===== src/rtl/esc_class_pkg.sv =====
package esc_class_pkg;
   localparam int unsigned NUM_PHASES = 4;
   localparam int unsigned NUM_OUTS   = 4;
   localparam int unsigned MAP_W      = 2;

   typedef enum logic [2:0] {
      ST_IDLE     = 3'b000,
      ST_TIMEOUT  = 3'b001,
      ST_TERMINAL = 3'b011,
      ST_PHASE0   = 3'b100,
      ST_PHASE1   = 3'b101,
      ST_PHASE2   = 3'b110,
      ST_PHASE3   = 3'b111
   } esc_state_e;
endpackage


===== src/rtl/esc_accu.sv =====
module esc_accu #(
   parameter int unsigned NUM_ALERTS = 4,
   parameter int unsigned ACCU_W     = 16
) (
   input  logic                  clk_i,
   input  logic                  rst_ni,
   input  logic [NUM_ALERTS-1:0] alerts_i,
   input  logic                  en_i,
   input  logic                  clr_i,
   input  logic [ACCU_W-1:0]     thresh_i,
   output logic [ACCU_W-1:0]     cnt_o,
   output logic                  hit_o
);
   localparam logic [ACCU_W-1:0] CntMax = {ACCU_W{1'b1}};

   if (ACCU_W < 1 || ACCU_W > 32) begin : g_bad_w
      $error("esc_accu: ACCU_W out of range");
   end
   if (NUM_ALERTS < 1) begin : g_bad_n
      $error("esc_accu: NUM_ALERTS must be at least 1");
   end

   logic any_alert;
   if (NUM_ALERTS == 1) begin : g_single
      assign any_alert = alerts_i[0];
   end else begin : g_multi
      assign any_alert = |alerts_i;
   end

   logic             inc;
   logic [ACCU_W-1:0] cnt_q;

   assign inc = en_i & any_alert;

   always_ff @(posedge clk_i or negedge rst_ni) begin
      if (!rst_ni)                   cnt_q <= '0;
      else if (clr_i)                cnt_q <= '0;
      else if (inc && cnt_q != CntMax) cnt_q <= cnt_q + 1'b1;
   end

   assign cnt_o = cnt_q;
   assign hit_o = inc & (cnt_q >= thresh_i);

   p_no_wrap_r1: assert property (@(posedge clk_i) disable iff (!rst_ni)
      ($past(cnt_q) == CntMax && !$past(clr_i)) |-> cnt_q == CntMax);
   p_step_one_r1: assert property (@(posedge clk_i) disable iff (!rst_ni)
      (cnt_q != $past(cnt_q)) |-> (cnt_q == '0 || cnt_q == ACCU_W'($past(cnt_q) + 1'b1)));
   p_gated_r14: assert property (@(posedge clk_i) disable iff (!rst_ni)
      (!en_i && !clr_i) |=> $stable(cnt_q));
endmodule


===== src/rtl/esc_phase_fsm.sv =====
module esc_phase_fsm
   import esc_class_pkg::*;
#(
   parameter int unsigned CYC_W = 32
) (
   input  logic                        clk_i,
   input  logic                        rst_ni,
   input  logic                        hit_i,
   input  logic                        irq_i,
   input  logic                        en_i,
   input  logic                        clr_i,
   input  logic [CYC_W-1:0]            timeout_i,
   input  logic [NUM_PHASES*CYC_W-1:0] phase_cyc_i,
   output esc_state_e                  state_o,
   output logic [CYC_W-1:0]            cnt_o
);
   if (CYC_W < 2 || CYC_W > 32) begin : g_bad_w
      $error("esc_phase_fsm: CYC_W out of range");
   end

   localparam logic [CYC_W-1:0] CntOne = CYC_W'(1);

   esc_state_e       state_q, state_d;
   logic [CYC_W-1:0] cnt_q, cnt_d;
   logic [CYC_W-1:0] cur_dur;
   logic             tmo_arm;

   assign tmo_arm = en_i & irq_i & (timeout_i != '0);
   assign cur_dur = phase_cyc_i[state_q[1:0]*CYC_W +: CYC_W];

   always_comb begin
      state_d = state_q;
      cnt_d   = cnt_q;
      if (clr_i) begin
         state_d = ST_IDLE;
         cnt_d   = '0;
      end else begin
         unique case (state_q)
            ST_IDLE: begin
               if (hit_i) begin
                  state_d = ST_PHASE0;
                  cnt_d   = CntOne;
               end else if (tmo_arm) begin
                  state_d = ST_TIMEOUT;
                  cnt_d   = CntOne;
               end
            end
            ST_TIMEOUT: begin
               if (hit_i) begin
                  state_d = ST_PHASE0;
                  cnt_d   = CntOne;
               end else if (!tmo_arm) begin
                  state_d = ST_IDLE;
                  cnt_d   = '0;
               end else if (cnt_q >= timeout_i) begin
                  state_d = ST_PHASE0;
                  cnt_d   = CntOne;
               end else begin
                  cnt_d = cnt_q + 1'b1;
               end
            end
            ST_PHASE0, ST_PHASE1, ST_PHASE2, ST_PHASE3: begin
               if (cnt_q >= cur_dur) begin
                  if (state_q == ST_PHASE3) begin
                     state_d = ST_TERMINAL;
                     cnt_d   = '0;
                  end else begin
                     state_d = esc_state_e'(state_q + 3'd1);
                     cnt_d   = CntOne;
                  end
               end else begin
                  cnt_d = cnt_q + 1'b1;
               end
            end
            ST_TERMINAL: ;
            default: begin
               state_d = ST_IDLE;
               cnt_d   = '0;
            end
         endcase
      end
   end

   always_ff @(posedge clk_i or negedge rst_ni) begin
      if (!rst_ni) begin
         state_q <= ST_IDLE;
         cnt_q   <= '0;
      end else begin
         state_q <= state_d;
         cnt_q   <= cnt_d;
      end
   end

   assign state_o = state_q;
   assign cnt_o   = cnt_q;

   p_p0_entry_r7: assert property (@(posedge clk_i) disable iff (!rst_ni)
      (state_q == ST_PHASE0 && $past(state_q) != ST_PHASE0) |->
      ($past(state_q) == ST_IDLE || $past(state_q) == ST_TIMEOUT));
   p_phase_restart_r6: assert property (@(posedge clk_i) disable iff (!rst_ni)
      (state_q[2] && state_q != $past(state_q)) |-> cnt_q == CntOne);
   p_tmo_irq_r3: assert property (@(posedge clk_i) disable iff (!rst_ni)
      (state_q == ST_TIMEOUT) |-> $past(irq_i));
   p_term_sticky_r12: assert property (@(posedge clk_i) disable iff (!rst_ni)
      (state_q == ST_TERMINAL && !clr_i) |=> (state_q == ST_TERMINAL && cnt_q == '0));
endmodule


===== src/rtl/esc_out_map.sv =====
module esc_out_map
   import esc_class_pkg::*;
(
   input  logic                      clk_i,
   input  logic                      rst_ni,
   input  esc_state_e                state_i,
   input  logic [NUM_OUTS*MAP_W-1:0] map_i,
   output logic [NUM_OUTS-1:0]       esc_o
);
   logic in_phase;
   assign in_phase = state_i[2];

   for (genvar k = 0; k < NUM_OUTS; k++) begin : g_out
      assign esc_o[k] = in_phase & (state_i[1:0] == map_i[k*MAP_W +: MAP_W]);
   end

   p_phase_only_r8: assert property (@(posedge clk_i) disable iff (!rst_ni)
      (esc_o != '0) |-> in_phase);
endmodule


===== src/rtl/esc_class_ctrl.sv =====
module esc_class_ctrl
   import esc_class_pkg::*;
#(
   parameter int unsigned NUM_ALERTS = 4,
   parameter int unsigned ACCU_W     = 16,
   parameter int unsigned CYC_W      = 32
) (
   input  logic                    clk_i,
   input  logic                    rst_ni,
   input  logic [NUM_ALERTS-1:0]   alerts_i,
   input  logic                    irq_pending_i,
   input  logic                    class_en_i,
   input  logic                    lock_i,
   input  logic                    clr_req_i,
   input  logic                    clr_en_i,
   input  logic [ACCU_W-1:0]       accu_thresh_i,
   input  logic [CYC_W-1:0]        timeout_cyc_i,
   input  logic [4*CYC_W-1:0]      phase_cyc_i,
   input  logic [7:0]              out_map_i,
   output logic [2:0]              state_o,
   output logic [CYC_W-1:0]        cyc_cnt_o,
   output logic [ACCU_W-1:0]       accu_cnt_o,
   output logic [3:0]              esc_en_o
);
   esc_state_e state;
   logic       escalating;
   logic       clr_eff;
   logic       hit;

   assign escalating = state[2] | (state == ST_TERMINAL);
   assign clr_eff    = clr_req_i & clr_en_i & ~(lock_i & escalating);

   esc_accu #(
      .NUM_ALERTS (NUM_ALERTS),
      .ACCU_W     (ACCU_W)
   ) u_accu (
      .clk_i    (clk_i),
      .rst_ni   (rst_ni),
      .alerts_i (alerts_i),
      .en_i     (class_en_i),
      .clr_i    (clr_eff),
      .thresh_i (accu_thresh_i),
      .cnt_o    (accu_cnt_o),
      .hit_o    (hit)
   );

   esc_phase_fsm #(
      .CYC_W (CYC_W)
   ) u_fsm (
      .clk_i       (clk_i),
      .rst_ni      (rst_ni),
      .hit_i       (hit),
      .irq_i       (irq_pending_i),
      .en_i        (class_en_i),
      .clr_i       (clr_eff),
      .timeout_i   (timeout_cyc_i),
      .phase_cyc_i (phase_cyc_i),
      .state_o     (state),
      .cnt_o       (cyc_cnt_o)
   );

   esc_out_map u_map (
      .clk_i   (clk_i),
      .rst_ni  (rst_ni),
      .state_i (state),
      .map_i   (out_map_i),
      .esc_o   (esc_en_o)
   );

   assign state_o = state;

   p_lock_hold_r10: assert property (@(posedge clk_i) disable iff (!rst_ni)
      (lock_i && (state_o[2] || state_o == 3'b011)) |=> (state_o[2] || state_o == 3'b011));
   p_clear_idle_r9: assert property (@(posedge clk_i) disable iff (!rst_ni)
      (clr_req_i && clr_en_i && !lock_i) |=> (state_o == 3'b000 && accu_cnt_o == '0));
endmodule


===== config.mk =====
export PLATFORM = sky130hd
export DESIGN_NAME = esc_class_ctrl
export DESIGN_NICKNAME = d
export VERILOG_FILES = /design/src/rtl/esc_class_pkg.sv /design/src/rtl/esc_accu.sv /design/src/rtl/esc_phase_fsm.sv /design/src/rtl/esc_out_map.sv /design/src/rtl/esc_class_ctrl.sv
export SDC_FILE = /design/constraint.sdc
export NUM_CORES = 1
export LEC_CHECK = 0
export CORE_MARGIN = 10
export CORE_UTILIZATION = 47
export CTS_CLUSTER_SIZE = 24
export DETAILED_ROUTE_END_ITERATION = 10
export GPL_TIMING_DRIVEN = 0
export MAX_ROUTING_LAYER = met4
export PLACE_DENSITY = 0.88
export SLEW_MARGIN = 20
export SYNTH_ARGS = -nofsm -noshare
export SYNTH_HDL_FRONTEND = slang
export SYNTH_SLANG_ARGS = --single-unit

===== constraint.sdc =====
create_clock -name clk_i -period 5.9 [get_ports clk_i]
set_input_delay 1.18 -clock clk_i [delete_from_list [all_inputs] [get_ports clk_i]]
set_output_delay 1.18 -clock clk_i [all_outputs]
set_load 0.05 [all_outputs]

== After elaboration in Yosys (flattened, before gate mapping) ==
Index checks and enable logic that the tools add are counted.

* Bits in latches: 0
* Input port bits: 195
* Memories kept: 0
* RAM bits: 0
* Bits in read-only memories: 0
* Flip-flop bits (word level): 51
* Logic and storage cells: 66

* Equality and inequality tests: 15
* Add/sub/neg operators: 3
* Order comparisons: 3
* Mux-type cells: 20
* Divide/modulo/power cells: 0
* Shifts and indexed selects: 1
* $mul: 0
* Bitwise operators: 13
* Reduce and logical (&&, ||, !) cells: 8

{| class="wikitable"
|+ Operators with widths
! kind !! count
|-
| $mux 32 || 7
|-
| $pmux 32 s4 || 1
|-
| $shiftx 128x8->32 || 1
|-
| $ge 32x32->1 || 2
|-
| $add 32x1->32 const B || 1
|-
| $mux 16 || 2
|-
| $reduce_bool 32->1 || 1
|-
| $mux 3 || 8
|-
| $add 16x1->16 const B || 1
|-
| $ge 16x16->1 || 1
|-
| $ne 16x16->1 const B || 1
|-
| $eq 3x3->1 const B || 4
|-
| $pmux 3 s4 || 1
|-
| $and 1x1->1 || 11
|-
| $eq 2x2->1 || 4
|-
| $reduce_or 4->1 || 2
|-
| $ne 5x5->1 const B || 1
|-
| $ne 4x3->1 const B || 1
|-
| $reduce_and 4->1 || 1
|-
| $add 3x1->3 const B || 1
|-
| $eq 3x1->1 const B || 1
|-
| $eq 3x2->1 const B || 1
|-
| $logic_not 3->1 || 1
|-
| $ne 3x2->1 const B || 1
|-
| 7 further kinds || 7
|}

== Longest topological paths before layout ==
Gate-level depths: netlist of the first run.

* Word-level depth: 7
* Gate-level depth with buffers: 15
* Gate-level depth less buffers: 11

== Modules after synthesis ==
Synthesis of the first run repeated with hierarchy kept, for this count alone.

* Cell total of the unflattened synthesis: 688
* Area, all modules: 6050.8 µm²

{| class="wikitable"
|+ Modules (own cells, without submodules)
! module !! cells an instance !! area an instance (µm²) !! times used !! sequential area each (µm²)
|-
| esc_phase_fsm || 525 || 4600.7 || 1 || 875.8
|-
| esc_accu || 146 || 1312.5 || 1 || 400.4
|-
| esc_out_map || 14 || 117.6 || 1 || 0.0
|-
| esc_class_ctrl || 3 || 20.0 || 1 || 0.0
|}

== Least setup slack after synthesis of the first run ==
No wires, ideal clock.

* Path type: flip-flop to flip-flop
* From: register u_fsm.state_q[0] (netlist: u_fsm.state_o[0])
* To: register u_fsm.cnt_q[22] (netlist: u_fsm.cnt_o[22])
* Period minus slack after synthesis: 4.122 ns
* Arrival: 4.045 ns
* Path slack: 1.778 ns
* Cell stages (with the launch flop): 15
* Setup time: 0.077 ns
* Path through: dfrtp_1 buf_1 buf_2 mux4_2 ha_1 nand2b_1 a2111oi_2 o32a_1 nand4_1 a211oi_2 a32o_2 o21ai_1 buf_4 buf_6 a21oi_1

* Longest elaborated chain between the ends: 7
* Elaborated cells on any way between the ends: 20

{| class="wikitable"
|+ Ends and longest elaborated chain
! element !! RTL line !! RTL
|-
| start: declaration || esc_phase_fsm.sv:23 || <nowiki>esc_state_e state_q, state_d;</nowiki>
|-
| start signal: assignment || esc_phase_fsm.sv:89 || <nowiki>state_q <= state_d;</nowiki>
|-
| branches (longest 7 deep; another with $ge 32x32->1) || n/a ||
|-
| end signal: assignment || esc_phase_fsm.sv:90 || <nowiki>cnt_q <= cnt_d;</nowiki>
|-
| end: declaration || esc_phase_fsm.sv:24 || <nowiki>logic [CYC_W-1:0] cnt_q, cnt_d;</nowiki>
|}

Parallel ways; which one is timed is not known.
A chain may end at the register's enable or synchronous reset.

== Worst setup path after layout of the first run ==
* From: register u_fsm.state_q[0] (netlist: u_fsm.state_o[0])
* To: register u_fsm.cnt_q[12] (netlist: u_fsm.cnt_o[12])

The elaborated chain is that of the path after synthesis.

==> flow_summary.toml, run 1 <==
[outcome]
status = "finished, final reports clean"

[setup_path]
worst-path-stages = 15
worst-path-buf-inv = 5
worst-path-max-fanout = 10
cp-end-kind = "flip-flop"
startpoint = "u_fsm.state_o[0]"
critical-path-max-stage-delay_ns = 0.68
worstPathArrival_ns = 5.18
cp_cell_sequence = "buf_1 > buf_2 > mux4_2 > inv_1 > ha_1 > a21oi_1 > o21ai_1 > a221oi_1 > nand4_1 > a211oi_2 > a32o_2 > o21ai_1 > buf_4 > buf_6 > a21oi_1"
path_class = "reg2reg"
worstPathRequired_ns = 6.11
cp-endpoint = "u_fsm.cnt_o[12]"
r2r_setup_slack_ns = 0.94
worstReg2RegStart = "u_fsm.state_o[0]"
critPathTopFamily = "compound AO/OA/AOI/OAI gates"
reg2reg_depth = 15
cp_slowest_cell = "buf_1"
startpoint_type = "flip-flop"
worstReg2RegEnd = "u_fsm.cnt_o[12]"

[global_route]
grt_first_pass_wirelength_um = 34160
grtUsageTotal = 0.2445
grt_pass1_vias = 6663
antenna_found_initial = 0
overflow = 0
grt_max_degree = 52

[synth]
ys_warn_count = 0
async_flop_share = 1.000
synth-seq-area-share = 0.2198
synth_cell_types = 60
synthTopCellsByCount = "89 x ha_1, 89 x inv_1, 58 x a21oi_1, 51 x dfrtp_1, 44 x nand2_1"
synth_edf_count = 0
synth_top_cell_by_area = "dfrtp_1"
avgSynthCellArea_um2 = 8.879
synthDominantCellAreaShare = 0.2198
syn_area_um2 = 5807
ys.flop_type = "dfrtp_1"
ys_ff_latch = 51
synthTopCellsByArea = "dfrtp_1 22%, ha_1 19%, mux4_2 12%"
synth_cells = 654
synth_fp_nets = 938

[drt]
routed_via_density = 5.837
routed_wl_um = 21410
ant_nets = 0
wire_per_inst_um = 19.84
drc = 0
drt_iter0_drc = 488
drtPass1Iterations = 5
vias = 6298

[sta]
clock.fmax_mhz = 201.6
slew_violations = 0
fin_ws_ns = 0.9392
hold-worst-slack_ns = 0.6004
fin_crit_ns = 4.961
grt_setup_unrepaired = "no"
slew_headroom = 0.4424
setup_violations = 0
hold_viol = 0
fin_skew_ns = 0.006515
finalSetupTns_ns = 0
finalCritPeriodShare = 0.8408
worstMarginPinSlew_ns = 0.8363

[job]
maxCapViolCount = 0

[clocking]
path_clk_slew_ns = 0.07
cts.sink_count = 51
cts_tree = "built"
cts_buffer_depth = 2
clk-insertion-delay-late_ns = 0.29
root_buffer = "clkbuf_16"
cts_setup_buffers = 0
htree_levels = 2
cts_buffers = 5
postCtsHoldBufs = 0
post_cts_resized = 0

[power_and_ir_drop]
power_density_nw_per_um2 = 245.1
p_leak_nw = 3.766
vdd_drop_max_v = 0.0001560

[floorplanning]
core_area_um2 = 12060
initial_core_util = 0.4814
rows = 40
die_h_um = 131.2
die-width_um = 131.2
ios = 250
die_area_um2 = 17200

[layout]
synthToLayoutAreaGrowth_pct = 49.26
finalNetCount = 1194
drive_above_1_share = 0.07025
num_antenna_cells = 0
finish.utilization = 0.7186
final_cell_area_um2 = 8667

[placed_design]
dp_worst_setup_slack_ns = 1.003
gp_congestion = 0.9048
dpl.hpwl_um = 18070
numPortBuffers = 249
post_dp_cell_area_um2 = 8507

[hold_path]
hp-class = "reg2reg"
==> registers in the layout, summed over array words and instances (netlist names) <==
signal	flops
u_accu.cnt_o	16
u_fsm.cnt_o	32
u_fsm.state_o	3
==> per-stage QoR <==
| step | std cells | power (mW) |
|---|---|---|
| global route | 1079 | 2.265 |
| global placement | 1071 | 1.762 |
| CTS | 1079 | 2.120 |
| finish | 1079 | 2.124 |
| detailed placement | 1071 | 1.808 |
| floorplan | 654 | 1.347 |
==> worst min-delay path by stage <==
stage,startpoint,end,cells after the start
after floorplan,u_fsm.cnt_o[1],u_fsm.cnt_o[1],2
after global placement,u_accu.cnt_o[12],u_accu.cnt_o[12],1
after detailed placement,u_accu.cnt_o[12],u_accu.cnt_o[12],1
after CTS,u_accu.cnt_o[12],u_accu.cnt_o[12],1
after global routing,u_accu.cnt_o[12],u_accu.cnt_o[12],1
final,u_accu.cnt_o[12],u_accu.cnt_o[12],1
==> cell type report <==
class	instances	area, um2
clock buffers	7	152.6
multi-input cells	491	4083
inverters	90	337.8
fillers	910	3395
clock inverters	1	7.507
plain buffers	22	110.1
well taps	168	210.2
repair buffers	249	2490
flip-flops and latches	51	1276
==> power breakdown <==
part	switching, mW	internal (mW)	total [mW]
registers	0.0565	0.378	0.434
logic	0.759	0.617	1.38
clock network	0.133	0.181	0.314
==> placed cells by master, fill, tap and decap left out, types with 10 or more instances in the layout <==
master	count
clkdlybuf4s50_1	248
inv_1	89
ha_1	89
a21oi_1	58
dfrtp_1	51
nand2_1	44
nor2_1	37
mux4_2	32
nand4_1	28
o21ai_0	19
or3_1	19
xor2_1	18
nand3_1	15
o21ai_1	11
and3_1	10
nor4_1	10
==> per-layer routing <==
layer | global-route usage | vias to the layer above | part of all wire
li1 | - | 2956 | -
met1 | 0.2823 | 3020 | 0.39
met2 | 0.4265 | 290 | 0.52
met3 | 0.04230 | 32 | 0.069
met4 | 0.06750 | 0 | 0.022
met5 | - | - | 0
==> kinds of logic after synthesis <==
family          after synthesis  synth area share
compound gates              148            0.1709
mux                          34            0.1276
simple gates                198            0.1797
flops                        51            0.2198
fa+ha+maj                    89            0.1918
buf+inv                     112           0.07714
xor+xnor                     22           0.03318
No activity file was read; power rests on OpenSTA's default activity.
==> run 2, diff against run 1 <==
--- a/config.mk
+++ b/config.mk
@@ -6,12 +6,12 @@
 export NUM_CORES = 1
 export LEC_CHECK = 0
 export CORE_MARGIN = 10
-export CORE_UTILIZATION = 47
+export CORE_UTILIZATION = 44
 export CTS_CLUSTER_SIZE = 24
 export DETAILED_ROUTE_END_ITERATION = 10
 export GPL_TIMING_DRIVEN = 0
 export MAX_ROUTING_LAYER = met4
-export PLACE_DENSITY = 0.88
+export PLACE_DENSITY = 0.83
 export SLEW_MARGIN = 20
 export SYNTH_ARGS = -nofsm -noshare
 export SYNTH_HDL_FRONTEND = slang
==> constraint.sdc (replaced) <==
create_clock -name clk_i -period 4.8 [get_ports clk_i]
set_input_delay 0.96 -clock clk_i [delete_from_list [all_inputs] [get_ports clk_i]]
set_output_delay 0.96 -clock clk_i [all_outputs]
set_load 0.05 [all_outputs]
==> flow_summary.toml, run 2 (synthesis gave the netlist of run 1 again) <==
[placed_design]
numPortBuffers = 249
gp_congestion = 0.9044
dpl.hpwl_um = 17720
post-place-cells = 1075

[drt]
routed_wl_um = 20950
routed_via_density = 5.789
drc = 0
wire_per_inst_um = 19.34
vias = 6270
ant_nets = 0
drtPass1Iterations = 5
drt_iter0_drc = 619

[global_route]
overflow = 0
grt_max_degree = 52
grt_first_pass_wirelength_um = 32940
grt_pass1_vias = 6460
grtUsageTotal = 0.2279
antenna_found_initial = 0

[setup_path]
worstPathArrival_ns = 4.72
worst-path-max-fanout = 10
path_class = "reg2reg"
startpoint = "u_fsm.state_o[0]"
startpoint_type = "flip-flop"
cp-end-kind = "flip-flop"
r2r_setup_slack_ns = 0.30
worstReg2RegStart = "u_fsm.state_o[0]"
worstPathRequired_ns = 5.02

[sta]
slew_violations = 0
finalCritPeriodShare = 0.9378
slew_headroom = 0.4576
finalSetupTns_ns = 0
setup_violations = 0
fin_crit_ns = 4.501
fin_skew_ns = 0.008086
hold_viol = 0
worstMarginPinSlew_ns = 0.8062
clock.fmax_mhz = 222.2
grt_setup_unrepaired = "no"

[floorplanning]
rows = 41
initial_core_util = 0.4546
ios = 250
die_h_um = 134.9
die-width_um = 134.9
core_area_um2 = 12770
die_area_um2 = 18190

[clocking]
cts_setup_buffers = 0
cts_buffers = 5
postCtsHoldBufs = 0
root_buffer = "clkbuf_16"
cts.sink_count = 51
path_clk_slew_ns = 0.07
cts_tree = "built"
htree_levels = 2
clk-insertion-delay-late_ns = 0.29
cts_buffer_depth = 2

[power_and_ir_drop]
power_density_nw_per_um2 = 297.5
p_leak_nw = 3.770
vdd_drop_max_v = 0.0002366
finalPower_mw = 2.582

[layout]
layout_common_cells = "248 x clkdlybuf4s50_1, 89 x inv_1, 89 x ha_1, 58 x a21oi_1, 51 x dfrtp_1"
synthToLayoutAreaGrowth_pct = 49.43
num_antenna_cells = 0
final_common_cell = "clkdlybuf4s50_1"
stdcell_count = 1083
largest_reg_flops = 32
drive_above_1_share = 0.07135
finalNetCount = 1194
finish.utilization = 0.6793

[outcome]
status = "finished, final reports clean"

[hold_path]
hp-class = "reg2reg"
min_from = "u_accu.cnt_o[9]"

[job]
maxCapViolCount = 0
## run 2: area by class of cell
cell class | count | area (um2)
Clock inverter | 1 | 8.758
Fill cell | 1022 | 4096
Multi-Input combinational cell | 491 | 4089
Buffer | 22 | 117.6
Inverter | 90 | 337.8
Timing Repair Buffer | 249 | 2490
Tap cell | 172 | 215.2
Sequential cell | 51 | 1276
Clock buffer | 7 | 142.6
## run 2: repair_timing
action                     4_1_cts  5_1_grt
setup endpoints to repair       29       30
resized for setup                2        1
pin swaps                        0        0
## run 2: through the flow
| step | worst slack, ns | instance area, um2 | hold WS, ns |
|---|---|---|---|
| 2_1_floorplan | 0.6775 | 5807 | 0.6644 |
| 3_3_place_gp | -0.04676 | 8514 | 0.5685 |
| 3_5_place_dp | -0.1758 | 8512 | 0.5847 |
| 4_1_cts | 0.06350 | 8671 | 0.6014 |
| 5_1_grt | 0.02828 | 8677 | 0.6410 |
| 6_report | 0.2988 | 8677 | 0.5987 |
## run 2: critical path: stages, from the launching register on
cell	delay, ns
dfrtp_1	0.51
clkdlybuf4s15_2	0.51
buf_2	0.36
mux4_2	0.55
inv_1	0.07
ha_1	0.23
a21oi_1	0.17
o21ai_1	0.11
a221oi_2	0.44
nand4_1	0.21
a211oi_2	0.40
a32o_2	0.26
o21ai_1	0.10
buf_4	0.20
buf_6	0.15
a21oi_1	0.13
## run 2: final timing paths
check,end,cells past startpoint
hold reg to reg,u_accu.cnt_o[9],2
hold / removal,u_accu.cnt_o[9],2
setup reg to reg,u_fsm.cnt_o[12],15
min in group asynchronous,u_accu.cnt_o[14],1
setup / recovery,u_fsm.cnt_o[12],15
max in group asynchronous,u_fsm.state_o[1],1
## run 2: routing by layer
layer	part of all wire	global-route usage
met5	0	-
met4	0.013	0.04111
met3	0.072	0.04228
met2	0.52	0.3907
met1	0.40	0.2754
## run 2: power breakdown
part           internal, mW  leakage, nW  switching [mW]
clock network         0.209       0.0741           0.158
logic                 0.759         2.99           0.924
registers             0.465        0.703          0.0670
total                  1.43         3.77            1.15
==> run 3, diff against run 2 <==
--- a/config.mk
+++ b/config.mk
@@ -5,8 +5,9 @@
 export SDC_FILE = /design/constraint.sdc
 export NUM_CORES = 1
 export LEC_CHECK = 0
+export ABC_AREA = 1
 export CORE_MARGIN = 10
-export CORE_UTILIZATION = 44
+export CORE_UTILIZATION = 46
 export CTS_CLUSTER_SIZE = 24
 export DETAILED_ROUTE_END_ITERATION = 10
 export GPL_TIMING_DRIVEN = 0
==> flow_summary.toml, run 3 <==
[layout]
final_common_cell = "nand2_1"
final_cell_area_um2 = 9448
layout_common_cells = "331 x nand2_1, 248 x clkdlybuf4s50_1, 116 x inv_1, 89 x ha_1, 77 x a21oi_1"
largest_reg_flops = 32
drive_above_1_share = 0.03218
num_antenna_cells = 0
synthToLayoutAreaGrowth_pct = 43.56
finalNetCount = 1557
fillCellCount = 1237

[sta]
slew_violations = 0
fin_crit_ns = 4.007
slew_headroom = 0.5493
worstMarginPinSlew_ns = 0.6761
hold_viol = 0
grt_setup_unrepaired = "no"
finalSetupTns_ns = 0
clock.fmax_mhz = 249.6
setup_violations = 0
finalCritPeriodShare = 0.8347
fin_skew_ns = 0.006287

[synth]
yosys.area_share.simple = 0.3618
synthTopCellsByArea = "dfrtp_1 19%, nand2_1 19%, ha_1 17%"
synth_edf_count = 0
synth_cells = 1017
ys_ff_latch = 51
synthDominantCellAreaShare = 0.1939
synth-compound-area-share = 0.1492
yosysMostFrequentCell = "nand2_1"
ys_warn_count = 0
synth_fp_nets = 1301
synth-seq-area-share = 0.1939
avgSynthCellArea_um2 = 6.471
syn_area_um2 = 6581
synth_mux_area_frac = 0
synthTopCellsByCount = "331 x nand2_1, 116 x inv_1, 89 x ha_1, 77 x a21oi_1, 75 x nor2_1"
synth_top_cell_by_area = "dfrtp_1"
synth_cell_types = 42
synth_xor_area_frac = 0.03460
synth_top_family_by_area = "simple AND/OR/NAND/NOR gates"
synth_adder_area_share = 0.1692
async_flop_share = 1.000
ys.flop_type = "dfrtp_1"

[drt]
routed_via_density = 5.409
routed_wl_um = 24900
drc = 0
vias = 7864
wire_per_inst_um = 17.12
ant_nets = 0
drt_iter0_drc = 657
drtPass1Iterations = 5

[floorplanning]
die_area_um2 = 19490
rows = 43
core_area_um2 = 13930
initial_core_util = 0.4723
die_h_um = 139.6
ios = 250
die-width_um = 139.6

[setup_path]
worstPathRequired_ns = 3.84
startpoint_type = "flip-flop"
path_class = "reg2out"
cp_slowest_cell = "clkdlybuf4s50_1"
critical-path-max-stage-delay_ns = 0.84
cp-end-kind = "output port"
worstPathArrival_ns = 3.05
cp_cell_sequence = "inv_1 > clkbuf_1 > clkbuf_1 > o221ai_1 > a21oi_1 > clkdlybuf4s50_1"
worst-path-max-fanout = 10
path_common_cell = "clkbuf_1"

[global_route]
antenna_found_initial = 0
grtUsageTotal = 0.2513
grt_pass1_vias = 7721
grt_max_degree = 52
overflow = 0
grt_first_pass_wirelength_um = 39760

[clocking]
htree_levels = 2
root_buffer = "clkbuf_16"
post_cts_resized = 0
clk-insertion-delay-late_ns = 0.29
cts_tree = "built"
cts_setup_buffers = 0
cts_buffers = 5
cts.sink_count = 51
path_clk_slew_ns = 0.07
postCtsHoldBufs = 0
cts_buffer_depth = 2

[placed_design]
dpl.hpwl_um = 20760
gp_congestion = 0.9578
numPortBuffers = 249
post_dp_cell_area_um2 = 9296

[job]
maxCapViolCount = 0

[power_and_ir_drop]
p_leak_nw = 4.590
vdd_drop_max_v = 0.0001483
power_density_nw_per_um2 = 230.9
finalPower_mw = 2.181

[hold_path]
hp-class = "reg2reg"

[outcome]
status = "finished, final reports clean"
[run 3: cell types whose count changed in the layout (fill, tap and decap cells not counted), sizes merged, moves of 22 or more]
cell / delta
mux4: -32
nand3b: +22
nand3: +31
inv: +34
nor2: +44
nor3: +23
nand2: +291
a32o: +30
[run 3: path summary, 6_finish.rpt]
path / start / end / slack [ns] / depth (start not counted)
min in group asynchronous: rst_ni / u_fsm.cnt_o[4] / 0.69 / 1
setup reg to reg: u_fsm.state_o[0] / u_fsm.cnt_o[17] / 1.01 / 18
hold reg to reg: u_accu.cnt_o[11] / u_accu.cnt_o[11] / 0.61 / 1
hold / removal: u_accu.cnt_o[11] / u_accu.cnt_o[11] / 0.61 / 1
max in group asynchronous: rst_ni / u_fsm.cnt_o[23] / 3.65 / 1
setup / recovery: u_fsm.state_o[0] / esc_en_o[0] / 0.79 / 6
[run 3: layer usage]
layer	vias up	GRT usage	part of all wire
met2	296	0.4284	0.48
met3	41	0.03403	0.065
li1	3906	-	-
met5	-	-	0
met1	3621	0.3106	0.43
met4	0	0.05217	0.020
[run 3: through the flow]
stage / util / setup slack, ns / hold slack (ns) / cells
6_report: 0.6780 / 0.7934 / 0.6094 / 1454
3_5_place_dp: 0.6671 / 1.118 / 0.5877 / 1446
5_1_grt: 0.6780 / 0.6805 / 0.6341 / 1454
3_3_place_gp: 0.6673 / 1.113 / 0.6025 / 1446
4_1_cts: 0.6780 / 0.7975 / 0.6104 / 1454
2_1_floorplan: - / 1.452 / 0.6644 / 1017
[run 3: cells by family (layout without fill, tap and decap cells)]
family | after synthesis | in the layout
AND/OR/NAND/NOR | 541 | 541
flip-flops | 51 | 51
XOR/XNOR | 26 | 26
AO/OA/AOI/OAI | 154 | 154
adder cells (fa/ha/maj) | 89 | 89
buffers and inverters | 156 | 413
[run 3: worst max-delay path: cells and delay by family (launching register included)]
family,cells,cell delay (ns)
buf+inv,4,1.92
flops,1,0.43
compound gates,2,0.40
[run 3: power by group]
part           internal, mW  switching [mW]  leakage, nW
clock                 0.209           0.164       0.0741
combinational         0.509           0.817         3.81
sequential            0.447          0.0343        0.707
[run 3: final cells by class]
cell class | instances | area (um2) | share of cell area
inverters | 124 | 465.4 | 0.04926
repair buffers | 249 | 2490 | 0.2635
multi-input cells | 810 | 4705 | 0.4979
well taps | 180 | 225.2 | 0.02384
clock buffers | 7 | 142.6 | 0.01510
plain buffers | 32 | 135.1 | 0.01430
clock inverters | 1 | 8.758 | 0.0009270
flip-flops and latches | 51 | 1276 | 0.1351
